--- src/rtl/refosc_pkg.sv ---
package refosc_pkg;

  localparam int MODE_W       = 3;
  localparam int DIV_MAX_LOG2 = 4;
  localparam int CNT_W        = DIV_MAX_LOG2;
  localparam int TAP_W        = $clog2(DIV_MAX_LOG2);

  typedef enum logic [MODE_W-1:0] {
    M_SHUT  = 3'd0,
    M_XTAL  = 3'd1,
    M_REFIN = 3'd2,
    M_PASS  = 3'd3,
    M_DIV2  = 3'd4,
    M_DIV4  = 3'd5,
    M_DIV8  = 3'd6,
    M_DIV16 = 3'd7
  } mode_e;

  typedef struct packed {
    logic             osc_en;
    logic             path_en;
    logic             cnt_ok;
    logic             div_en;
    logic             pass;
    logic [TAP_W-1:0] tap;
  } ctrl_t;

endpackage

--- src/rtl/refosc_rst_sync.sv ---
module refosc_rst_sync #(
  parameter int STAGES = 2
) (
  input  logic clk,
  input  logic rst_n,
  output logic rst_n_sync
);

  logic [STAGES-1:0] sh_q;
  logic [STAGES-1:0] sh_d;

  always_comb begin
    sh_d = {sh_q[STAGES-2:0], 1'b1};
  end

  always_ff @(posedge clk or negedge rst_n) begin
    if (!rst_n) sh_q <= '0;
    else        sh_q <= sh_d;
  end

  assign rst_n_sync = sh_q[STAGES-1];

endmodule

--- src/rtl/refosc_modereg.sv ---
module refosc_modereg #(
  parameter int                W       = 3,
  parameter logic [W-1:0]      RST_VAL = '0
) (
  input  logic         clk,
  input  logic         rst_n,
  input  logic         wr,
  input  logic [W-1:0] d,
  output logic [W-1:0] q
);

  logic [W-1:0] q_d;

  always_comb begin
    q_d = q;
    if (wr) q_d = d;
  end

  always_ff @(posedge clk or negedge rst_n) begin
    if (!rst_n) q <= RST_VAL;
    else        q <= q_d;
  end

endmodule

--- src/rtl/refosc_decode.sv ---
module refosc_decode
  import refosc_pkg::*;
(
  input  logic [MODE_W-1:0] code,
  output ctrl_t             ctrl
);

  always_comb begin
    ctrl = '0;
    unique case (mode_e'(code))
      M_SHUT:  ctrl = '0;
      M_XTAL:  begin
        ctrl.osc_en  = 1'b1;
        ctrl.path_en = 1'b1;
        ctrl.cnt_ok  = 1'b1;
      end
      M_REFIN: begin
        ctrl.path_en = 1'b1;
        ctrl.cnt_ok  = 1'b1;
      end
      M_PASS:  begin
        ctrl.path_en = 1'b1;
        ctrl.cnt_ok  = 1'b1;
        ctrl.pass    = 1'b1;
      end
      default: begin
        ctrl.path_en = 1'b1;
        ctrl.cnt_ok  = 1'b1;
        ctrl.div_en  = 1'b1;
        ctrl.tap     = code[TAP_W-1:0];
      end
    endcase
  end

endmodule

--- src/rtl/refosc_div.sv ---
module refosc_div #(
  parameter int CNT_W = 4,
  parameter int TAP_W = 2
) (
  input  logic             clk,
  input  logic             rst_n,
  input  logic             en,
  input  logic             clr,
  input  logic [TAP_W-1:0] tap,
  output logic             div_out
);

  logic [CNT_W-1:0] cnt_q;
  logic [CNT_W-1:0] cnt_d;

  always_comb begin
    if (clr)     cnt_d = '0;
    else if (en) cnt_d = cnt_q + 1'b1;
    else         cnt_d = '0;
  end

  always_ff @(posedge clk or negedge rst_n) begin
    if (!rst_n) cnt_q <= '0;
    else        cnt_q <= cnt_d;
  end

  assign div_out = en & cnt_q[tap];

endmodule

--- src/rtl/refosc.sv ---
module refosc
  import refosc_pkg::*;
#(
  parameter logic [2:0] RST_MODE    = 3'd6,
  parameter int         SYNC_STAGES = 2
) (
  input  logic       clk,
  input  logic       rst_n,
  input  logic       cfg_wr,
  input  logic [2:0] mode,
  input  logic       standby,
  output logic       osc_run,
  output logic       rcnt_en,
  output logic       path_en,
  output logic       ref_out
);

  logic              rst_n_int;
  logic [MODE_W-1:0] mode_q;
  ctrl_t             ctrl;
  logic              div_bit;

  refosc_rst_sync #(.STAGES(SYNC_STAGES)) u_sync (
    .clk        (clk),
    .rst_n      (rst_n),
    .rst_n_sync (rst_n_int)
  );

  refosc_modereg #(.W(MODE_W), .RST_VAL(RST_MODE)) u_mreg (
    .clk   (clk),
    .rst_n (rst_n_int),
    .wr    (cfg_wr),
    .d     (mode),
    .q     (mode_q)
  );

  refosc_decode u_dec (
    .code (mode_q),
    .ctrl (ctrl)
  );

  refosc_div #(.CNT_W(CNT_W), .TAP_W(TAP_W)) u_div (
    .clk     (clk),
    .rst_n   (rst_n_int),
    .en      (ctrl.div_en),
    .clr     (cfg_wr),
    .tap     (ctrl.tap),
    .div_out (div_bit)
  );

  assign osc_run = ctrl.osc_en;
  assign path_en = ctrl.path_en;
  assign rcnt_en = ctrl.cnt_ok & ~standby;
  assign ref_out = ctrl.pass ? clk : div_bit;

endmodule

--- config.mk ---
export PLATFORM = sky130hd
export DESIGN_NAME = refosc
export DESIGN_NICKNAME = d
export VERILOG_FILES = /design/src/rtl/refosc_pkg.sv /design/src/rtl/refosc_rst_sync.sv /design/src/rtl/refosc_modereg.sv /design/src/rtl/refosc_decode.sv /design/src/rtl/refosc_div.sv /design/src/rtl/refosc.sv
export SDC_FILE = /design/constraint.sdc
export NUM_CORES = 1
export LEC_CHECK = 0
export BUFFER_PORTS_ARGS = -buffer_cell sky130_fd_sc_hd__buf_2
export CORE_UTILIZATION = 27
export CTS_CLUSTER_DIAMETER = 40
export CTS_CLUSTER_SIZE = 10
export DETAILED_ROUTE_END_ITERATION = 7
export GPL_TIMING_DRIVEN = 0
export PLACE_DENSITY = 0.43
export RECOVER_POWER = 25
export SYNTH_ARGS = -nofsm -noshare
export SYNTH_HDL_FRONTEND = slang
export SYNTH_HIERARCHICAL = 1
export SYNTH_SLANG_ARGS = --single-unit
export TNS_END_PERCENT = 100
--- constraint.sdc ---
create_clock -name clk -period 2.6 [get_ports clk]
set_clock_uncertainty 0.2 [all_clocks]
set_input_delay 0 -clock clk [delete_from_list [all_inputs] [get_ports clk]]
set_output_delay 0 -clock clk [all_outputs]
set_load 0.03 [all_outputs]
# Yosys cells after proc, flatten, opt, wreduce, memory -nomap -nowiden
# Index checks and enable logic that the tools add are counted.
totals:
  register_bits: 9
  in_bits: 7
  output_inout_bits: 4
classes:
  add_sub_neg: 1
  n_lt_le_gt_ge: 1
  eq_ne: 3
  n_mux: 10
  n_bitwise: 3
  n_reduce_logical: 2
op_table:
  columns: ["cell", "n"]
  rows:
  - ["4-bit 2-to-1 mux", 2]
  - ["3-bit by 2-bit equality test with 1-bit output, second input constant", 2]
  - ["1-bit 2-to-1 mux", 5]
  - ["4-bit by 1-bit adder with 4-bit output, second input constant", 1]
  - ["2-bit 2-to-1 mux", 2]
  - ["4-bit OR reduction", 1]
  - ["3-bit by 1-bit equality test with 1-bit output, second input constant", 1]
  - ["3-bit zero test", 1]
  - ["2-bit by 3-bit < comparator with 1-bit output, second input constant", 1]
  - ["1-bit bitwise AND", 2]
  - ["1-bit binary-select mux with 2-bit select", 1]
  - ["1-bit NOT", 1]

# Depth between registers and ports, before layout
# Gate-level depths: netlist of run 1.
logic_depth:
  word_depth: 7
  depth_mapped: 4
  depth_no_buf: 4

# Cells and area by module
# The synthesis of run 1 kept the hierarchy.
modules_own_cells:
  columns: ["module", "n_inst", "cells_each", "area_per_inst_um2"]
  rows:
  - ["refosc_div", 1, 17, 203.9]
  - ["refosc_modereg", 1, 6, 111.4]
  - ["refosc_rst_sync", 1, 3, 53.8]
  - ["refosc_decode", 1, 7, 50.0]
  - ["refosc", 1, 2, 21.3]

==> flow_summary.json, run 1 <==
{
  "cts_tree": "done",
  "multi_input_area_um2": 198,
  "die_w_um": 42.4,
  "fin_nets": 71,
  "synth_flop_cell": "dfrtp_1",
  "first_global_vias": 393,
  "r2r_slack_ps": 990,
  "place_worst_setup_slack_ps": 626,
  "yosysUniqueCellTypes": 23,
  "core_mm2": 0.00151,
  "cp-endpoint": "ref_out",
  "synth_edf_count": 0,
  "crit_slowest_cell": "dfstp_2",
  "r2r-end": "u_div/cnt_q[3]",
  "power_density_mw_per_mm2": 622,
  "critPathMaxFanout": 7,
  "io_pins": 11,
  "cp-end-kind": "output port",
  "ant_nets": 0,
  "drive_gt1_frac": 0.452,
  "synth_nets": 43,
  "yosys.area.top_type_share": 0.398,
  "gp_congestion": 0.643,
  "synth_common_cells": "dfrtp_1 (7), mux2_2 (3), nor2_1 (3)",
  "yosys.area.top_type": "dfrtp_1",
  "routed_via_density": 4.59,
  "clock_latency_ps": 360,
  "period_minus_slack_ps": 2370,
  "drc": 0,
  "ys_ff_latch": 9,
  "yosysSeqAreaShare": 0.517,
  "async_flop_share": 1.00,
  "start_util": 0.292,
  "required_ps": 2400,
  "grt_pass1_wl_um": 1570,
  "grt_max_degree": 8,
  "crit_family": "multiplexers",
  "finalCritPeriodShare": 0.911,
  "seq_area_um2": 228,
  "n_fill_cell": 160,
  "synthesis.area_um2": 440,
  "antennaDiodeCount": 0,
  "fin_cells": 78,
  "area_delta_synth_final_pct": 49.7,
  "hold_viol": 0,
  "grt_usage": 0.134,
  "numPortBuffers": 10,
  "routed_wl_um": 862,
  "timing.rr.start": "u_mreg/q[2]",
  "cp.arrival_ps": 2170,
  "min_path_type": "reg -> async",
  "ir_drop_v": 0.000264,
  "slowest_delay_ps": 570,
  "outcome": "complete, no violations",
  "r2r_cells": 3,
  "tns_ps": 0,
  "rsz0062_at_grt": "no",
  "power_leakage_nw": 0.313,
  "synth.most_common_cell": "dfrtp_1",
  "drt_iter0_drc": 2,
  "overflow": 0,
  "yosysWarnings": 6,
  "crit_chain": "and2_2 -> mux4_2 -> and2_1 -> mux2_4 -> buf_2",
  "rows": 14,
  "crit_path_start_kind": "flip-flop",
  "hpwl_um": 592,
  "holdWs_ps": 22.1,
  "cap_violations": 0,
  "avgSynthCellArea_um2": 12.6,
  "crit_type": "reg -> out",
  "post_drt_wl_per_cell_um": 11.1,
  "path_depth": 5,
  "dp_cells": 61,
  "die_area_mm2": 0.00180,
  "fmax_mhz": 422,
  "slew_violations": 0,
  "synthCells": 35,
  "setup_viol": 0,
  "cp-startpoint": "u_mreg/q[2]",
  "vias": 358,
  "clkTransAtPathRegs_ps": 60,
  "die_h_um": 42.4,
  "timing.final.ws_setup_ps": 232,
  "synth.area.top_cells": "dfrtp_1 (40%), dfstp_2 (12%), mux2_2 (7.7%)",
  "path_buf_inv": 1,
  "antenna_found_initial": 0,
  "drtPass1Iterations": 2
}
where the power goes:
| group | switching, mW | internal (mW) | total (mW) |
|---|---|---|---|
| Sequential | 0.00849 | 0.151 | 0.159 |
| Clock | 0.0720 | 0.117 | 0.189 |
| Combinational | 0.0248 | 0.0363 | 0.0611 |
| Total | 0.105 | 0.305 | 0.410 |
cell usage in the layout, fill, tap and decap left out, types with 2 or more instances in the layout:
cell and n:
and2_2 2, clkbuf_1 2, dlygate4sd3_1 10, dfrtp_1 7
clkbuf_4 6, nor2_1 3, dfstp_2 2, buf_2 10
mux2_2 3
how the worst min path moves through the flow:
stage / cells past startpoint / to
5_1_grt: 0 / u_mreg/q[2]
3_5_place_dp: 1 / u_sync/sh_q[0]
4_1_cts: 0 / u_mreg/q[2]
2_1_floorplan: 0 / u_sync/sh_q[0]
3_3_place_gp: 1 / u_sync/sh_q[0]
6_report: 0 / u_mreg/q[2]
flip-flops by register name, indices dropped and copies added, names as in the netlist:
name         flops
u_div/cnt_q      4
u_sync/sh_q      2
u_mreg/q         3
layer usage:
layer	track usage	vias up	part of all wire
met5	0	-	0
met4	0.125	0	0.014
met3	0.0862	2	0.068
met2	0.169	13	0.47
met1	0.147	172	0.44
li1	-	171	-
layout make-up:
type	instances	area share
flip-flops and latches	9	0.345
multi-input cells	23	0.300
repair buffers	19	0.220
clock buffers	8	0.0816
well taps	16	0.0304
plain buffers	2	0.0171
inverters	1	0.00569
per-stage QoR:
stage | cell area, um2 | utilization | power, mW
finish | 659 | 0.438 | 0.410
global route | 659 | 0.438 | 0.437
CTS | 659 | 0.438 | 0.422
detailed placement | 510 | 0.339 | 0.224
global placement | 510 | 0.339 | 0.222
floorplan | 440 | - | 0.207
timing repair:
action,CTS,global route
endpoints found under the hold margin,14,0
setup buffers,0,0
resized for setup,0,0
hold buffers,10,0
cells by family after synthesis:
| kind of cell | count (synthesis) | synth area share |
|---|---|---|
| xor gates and xnor gates | 1 | 0.0199 |
| other | 1 | 0.00851 |
| and+or+nand+nor | 14 | 0.207 |
| muxes | 6 | 0.185 |
| adders and majority gates | 1 | 0.0284 |
| buffers and inverters | 3 | 0.0341 |
| DFF | 9 | 0.517 |
Note: power is estimated with default switching activity, not from simulation.
==> run 2, diff against run 1 <==
--- a/config.mk
+++ b/config.mk
@@ -11,7 +11,6 @@
 export CTS_CLUSTER_SIZE = 10
 export DETAILED_ROUTE_END_ITERATION = 7
 export GPL_TIMING_DRIVEN = 0
-export PLACE_DENSITY = 0.43
 export RECOVER_POWER = 25
 export SYNTH_ARGS = -nofsm -noshare
 export SYNTH_HDL_FRONTEND = slang
==> run 2 against run 1 <==
Effect of this change: design area increased by 0.19%; flip-flop and latch count unchanged; hold slack improved by 0.71 ps; via count decreased by 7.3%; worst setup slack got worse by 9.0 ps; count of clock-buffer cells in the layout decreased by 1; global-route usage decreased by 2.5 points; sequential share of layout area decreased by 0.065 points.
==> flow_summary.json, run 2 (same netlist as run 1, synthesis figures left out) <==
{
  "final_cell_mix": "dlygate4sd3_1 (10), buf_2 (10), dfrtp_1 (7)",
  "slew_violations": 0,
  "setup_viol": 0,
  "finalCritPeriodShare": 0.914,
  "combPwrFrac": 0.148,
  "first_global_vias": 321,
  "die_w_um": 42.4,
  "min_path_type": "reg -> async",
  "hold_viol": 0,
  "drtPass1Iterations": 1,
  "seqPwrFrac": 0.393,
  "power_density_mw_per_mm2": 615,
  "power_leakage_nw": 0.316,
  "grt_usage": 0.108,
  "critPathMaxFanout": 7,
  "ir_drop_v": 0.000310,
  "crit_slowest_cell": "dfstp_2",
  "slowest_delay_ps": 570,
  "numPortBuffers": 10,
  "rsz0062_at_grt": "no",
  "antenna_found_initial": 0,
  "largest_register_ffs": 4,
  "io_pins": 11,
  "cts_tree": "done",
  "largestRegisters": "u_div/cnt_q x4, u_mreg/q x3, u_sync/sh_q x2",
  "cp.arrival_ps": 2180,
  "p_int_mw": 0.302,
  "antennaDiodeCount": 0,
  "routed_wl_um": 800,
  "area_delta_synth_final_pct": 50.0,
  "overflow": 0,
  "grt_max_degree": 8,
  "drc": 0,
  "drive_gt1_frac": 0.468,
  "crit_path_start_kind": "flip-flop",
  "fmax_mhz": 421,
  "die_area_mm2": 0.00180,
  "die_h_um": 42.4,
  "cts_resized": 0,
  "crit_chain": "and2_2 -> mux4_2 -> and2_1 -> mux2_4 -> buf_2",
  "clock_power_share": 0.458,
  "dp_cells": 61,
  "grt_pass1_wl_um": 1280,
  "regMostFlops": "u_div/cnt_q",
  "clkTransAtPathRegs_ps": 60,
  "stdcell_area_um2": 661,
  "r2r_cells": 3,
  "drt_iter0_drc": 0,
  "fin_cells": 78,
  "clock_latency_ps": 370,
  "ant_nets": 0,
  "tns_ps": 0,
  "vias": 332,
  "p_sw_mw": 0.104,
  "gp_congestion": 0.661,
  "routed_via_density": 4.26,
  "required_ps": 2400,
  "cap_violations": 0,
  "swShare": 0.257,
  "period_minus_slack_ps": 2380,
  "cp-end-kind": "output port",
  "core_mm2": 0.00151,
  "post_drt_wl_per_cell_um": 10.3,
  "outcome": "complete, no violations",
  "fin_nets": 71,
  "rows": 14,
  "crit_type": "reg -> out",
  "start_util": 0.292,
  "postPlaceCellArea_um2": 510,
  "hpwl_um": 530
}
## run 2: cell types whose count changed in the layout (fill, tap and decap cells not counted), sizes merged
cell / before / now
clkinv: 0 / 1
clkbuf: 8 / 7
## run 2: layout make-up
class,count,area [um2]
inverter,1,3.75
clock inverter,1,5.00
clock buffer,7,50.0
fill,151,846
buffer,2,11.3
timing repair buffer,19,145
multi-input combinational,23,198
sequential,9,228
tap,16,20.0
## run 2: worst max-delay path, delay by kind of cell, from the launching register on
| kind | cells | cell delay [ps] |
|---|---|---|
| multiplexers | 2 | 730 |
| AND/OR/NAND/NOR | 2 | 330 |
| buffers and inverters | 1 | 170 |
| flip-flops | 1 | 570 |
## run 2: power by group through the flow
stage                     Clock, mW  Sequential (mW)  Combinational (mW)
after floorplan              0.0134            0.160              0.0331
after global placement       0.0157            0.163              0.0438
after detailed placement     0.0157            0.164              0.0443
after CTS                     0.194            0.160              0.0607
after global routing          0.211            0.161              0.0653
final                         0.186            0.160              0.0603
## run 2: per-stage QoR
stage | worst slack [ps] | hold WS (ps) | total power, mW | util
after floorplan | 777 | -496 | 0.207 | -
after global placement | 635 | -413 | 0.223 | 0.339
after detailed placement | 625 | -411 | 0.224 | 0.339
after CTS | 217 | 34.1 | 0.415 | 0.439
after global routing | 120 | 64.6 | 0.437 | 0.439
final | 222 | 22.8 | 0.406 | 0.439
## run 2: path summary, 6_finish.rpt
path / start / endpoint / slack, ps
setup reg to reg: u_mreg/q[2] / u_div/cnt_q[3] / 1030
hold reg to reg: u_sync/sh_q[1] / u_mreg/q[1] / 20
hold / removal: u_sync/sh_q[1] / u_mreg/q[1] / 20
min in group clk: standby / rcnt_en / 70
max in group asynchronous: u_sync/sh_q[1] / u_mreg/q[0] / 1500
setup / recovery: u_mreg/q[2] / ref_out / 220
## run 2: per-layer routing
layer | wire (um) | part of all wire | track usage
met1 | 400 | 0.50 | 0.121
met2 | 330 | 0.41 | 0.129
met3 | 68 | 0.085 | 0.108
met4 | 0 | 0 | 0.0563
met5 | 0 | 0 | 0
## run 2: what timing repair did
| action | in CTS | in global routing |
|---|---|---|
| hold buffers | 10 | 0 |
| buffers inserted | 0 | 0 |
| hold endpoints to repair | 14 | 0 |
==> run 3, diff against run 2 <==
--- a/config.mk
+++ b/config.mk
@@ -6,6 +6,7 @@
 export NUM_CORES = 1
 export LEC_CHECK = 0
 export BUFFER_PORTS_ARGS = -buffer_cell sky130_fd_sc_hd__buf_2
+export CORE_MARGIN = 10
 export CORE_UTILIZATION = 27
 export CTS_CLUSTER_DIAMETER = 40
 export CTS_CLUSTER_SIZE = 10
@@ -14,6 +15,5 @@
 export RECOVER_POWER = 25
 export SYNTH_ARGS = -nofsm -noshare
 export SYNTH_HDL_FRONTEND = slang
-export SYNTH_HIERARCHICAL = 1
 export SYNTH_SLANG_ARGS = --single-unit
 export TNS_END_PERCENT = 100
==> constraint.sdc (replaced) <==
create_clock -name clk -period 2.25 [get_ports clk]
set_clock_uncertainty 0.2 [all_clocks]
set_input_delay 0 -clock clk [delete_from_list [all_inputs] [get_ports clk]]
set_output_delay 0 -clock clk [all_outputs]
set_load 0.03 [all_outputs]
==> run 3 against run 2 <==
Effect of this change: sequential power grew 16%; clock power up 23%; largest cell class unchanged; synthesized area down 7.1%; largest power group unchanged; core utilization rose by 2.8 points; synthesized cell count shrank 2.9%; non-clock buffer count shrank 1.
==> flow_summary.json, run 3 <==
{
  "post_drt_wl_per_cell_um": 12.1,
  "critPathMaxFanout": 2,
  "overflow": 0,
  "area_delta_synth_final_pct": 55.7,
  "routed_wl_um": 929,
  "yosysWarnings": 0,
  "multi_input_area_um2": 178,
  "ant_nets": 0,
  "required_ps": 2050,
  "final_cell_mix": "dlygate4sd3_1 (11), buf_2 (10), dfrtp_1 (7)",
  "synth_nets": 42,
  "regMostFlops": "u_div.cnt_q",
  "start_util": 0.299,
  "die_area_mm2": 0.00347,
  "async_flop_share": 1.00,
  "slew_violations": 0,
  "synth_flop_cell": "dfrtp_1",
  "io_pins": 11,
  "numPortBuffers": 10,
  "routed_via_density": 4.40,
  "gp_congestion": 0.726,
  "synth_edf_count": 0,
  "synthCells": 34,
  "first_global_vias": 375,
  "largestRegisters": "u_div.cnt_q x4, u_mreg.q x3, u_sync.sh_q x2",
  "tns_ps": 0,
  "place_worst_setup_slack_ps": 530,
  "r2r_slack_ps": 590,
  "largest_register_ffs": 4,
  "yosys.area.top_type_share": 0.428,
  "cap_violations": 0,
  "die_w_um": 58.9,
  "drive_gt1_frac": 0.387,
  "grt_pass1_wl_um": 1530,
  "rows": 13,
  "cts_setup_buffers": 0,
  "core_mm2": 0.00137,
  "cts_tree": "done",
  "outcome": "complete, no violations",
  "drt_iter0_drc": 8,
  "power_density_mw_per_mm2": 753,
  "grt_usage": 0.0617,
  "timing.final.ws_setup_ps": 252,
  "cp-startpoint": "clk",
  "grt_max_degree": 8,
  "crit_path_start_kind": "clock port",
  "timing.rr.start": "u_mreg.q[2]",
  "hpwl_um": 546,
  "cts_hold_buf": 11,
  "n_fill_cell": 131,
  "fin_nets": 71,
  "crit_type": "clk -> out",
  "ys_ff_latch": 9,
  "drtPass1Iterations": 5,
  "synthesis.area_um2": 409,
  "synth_common_cells": "dfrtp_1 (7), nor2_1 (4)",
  "cp.arrival_ps": 1800,
  "synth.most_common_cell": "dfrtp_1",
  "cp-end-kind": "output port",
  "rsz0062_at_grt": "no",
  "synth.area.top_cells": "dfrtp_1 (43%), dfstp_2 (13%), mux2_2 (5.5%)",
  "cts_resized": 0,
  "antennaDiodeCount": 0,
  "ir_drop_v": 0.000431,
  "clock_latency_ps": 370,
  "holdWs_ps": 27.7,
  "die_h_um": 58.9,
  "layout_commonest_cell": "dlygate4sd3_1",
  "clkTransAtPathRegs_ps": 60,
  "yosysSeqAreaShare": 0.557,
  "setup_viol": 0,
  "yosys.area.top_type": "dfrtp_1",
  "min_path_type": "reg -> async",
  "yosysUniqueCellTypes": 20,
  "drc": 0,
  "vias": 339,
  "power_leakage_nw": 0.304,
  "antenna_found_initial": 0,
  "hold_viol": 0,
  "avgSynthCellArea_um2": 12.0,
  "seq_area_um2": 228
}
## run 3: changes by cell type after synthesis, moves of 2 or more
cell      delta
a21oi_1      +2
and2_2       -2
nand2b_1     +2
nand2_1      +2
## run 3: cell type report
class,count,area share
Clock buffer,8,0.0845
Inverter,1,0.00589
Multi-Input combinational cell,24,0.279
Sequential cell,9,0.358
Tap cell,15,0.0295
Timing Repair Buffer,20,0.244
## run 3: final timing paths
path	end	cells after the start
hold / removal	u_mreg.q[2]	0
hold reg to reg	u_mreg.q[2]	0
min in group clk	rcnt_en	3
setup / recovery	ref_out	5
setup reg to reg	u_mreg.q[2]	3
max in group asynchronous	u_div.cnt_q[1]	1
## run 3: kinds of logic after synthesis
kind of cell               after synthesis  synth area share
adders and majority gates                1            0.0306
xor gates and xnor gates                 2            0.0428
AOI/OAI and AO/OA                        3            0.0367
muxes                                    3            0.0917
and+or+nand+nor                         14             0.223
other                                    1           0.00917
buffers and inverters                    1           0.00917
DFF                                      9             0.557
## run 3: power by group
group	internal, mW	switching, mW	total, mW
clock	0.136	0.0930	0.229
sequential	0.174	0.0123	0.186
combinational	0.0371	0.0278	0.0648
## run 3: metrics by stage
stage / util / std cells / cell area (um2) / power (mW)
2_1_floorplan: - / 34 / 409 / 0.240
3_3_place_gp: 0.350 / 59 / 478 / 0.259
3_5_place_dp: 0.350 / 59 / 478 / 0.260
4_1_cts: 0.466 / 77 / 637 / 0.487
5_1_grt: 0.466 / 77 / 637 / 0.509
6_report: 0.466 / 77 / 637 / 0.479
## run 3: layer usage
layer | up-vias | global-route usage | part of all wire
met5 | - | 0 | 0
met4 | 0 | 0.0426 | 0
met3 | 0 | 0.0687 | 0.13
met2 | 16 | 0.0781 | 0.42
met1 | 153 | 0.0562 | 0.45
li1 | 170 | - | -
## run 3: critical path: stages
cell and delay (ps):
clkbuf_4 110, clkbuf_4 120, o21ai_0 200, nor3_2 60, buf_2 180
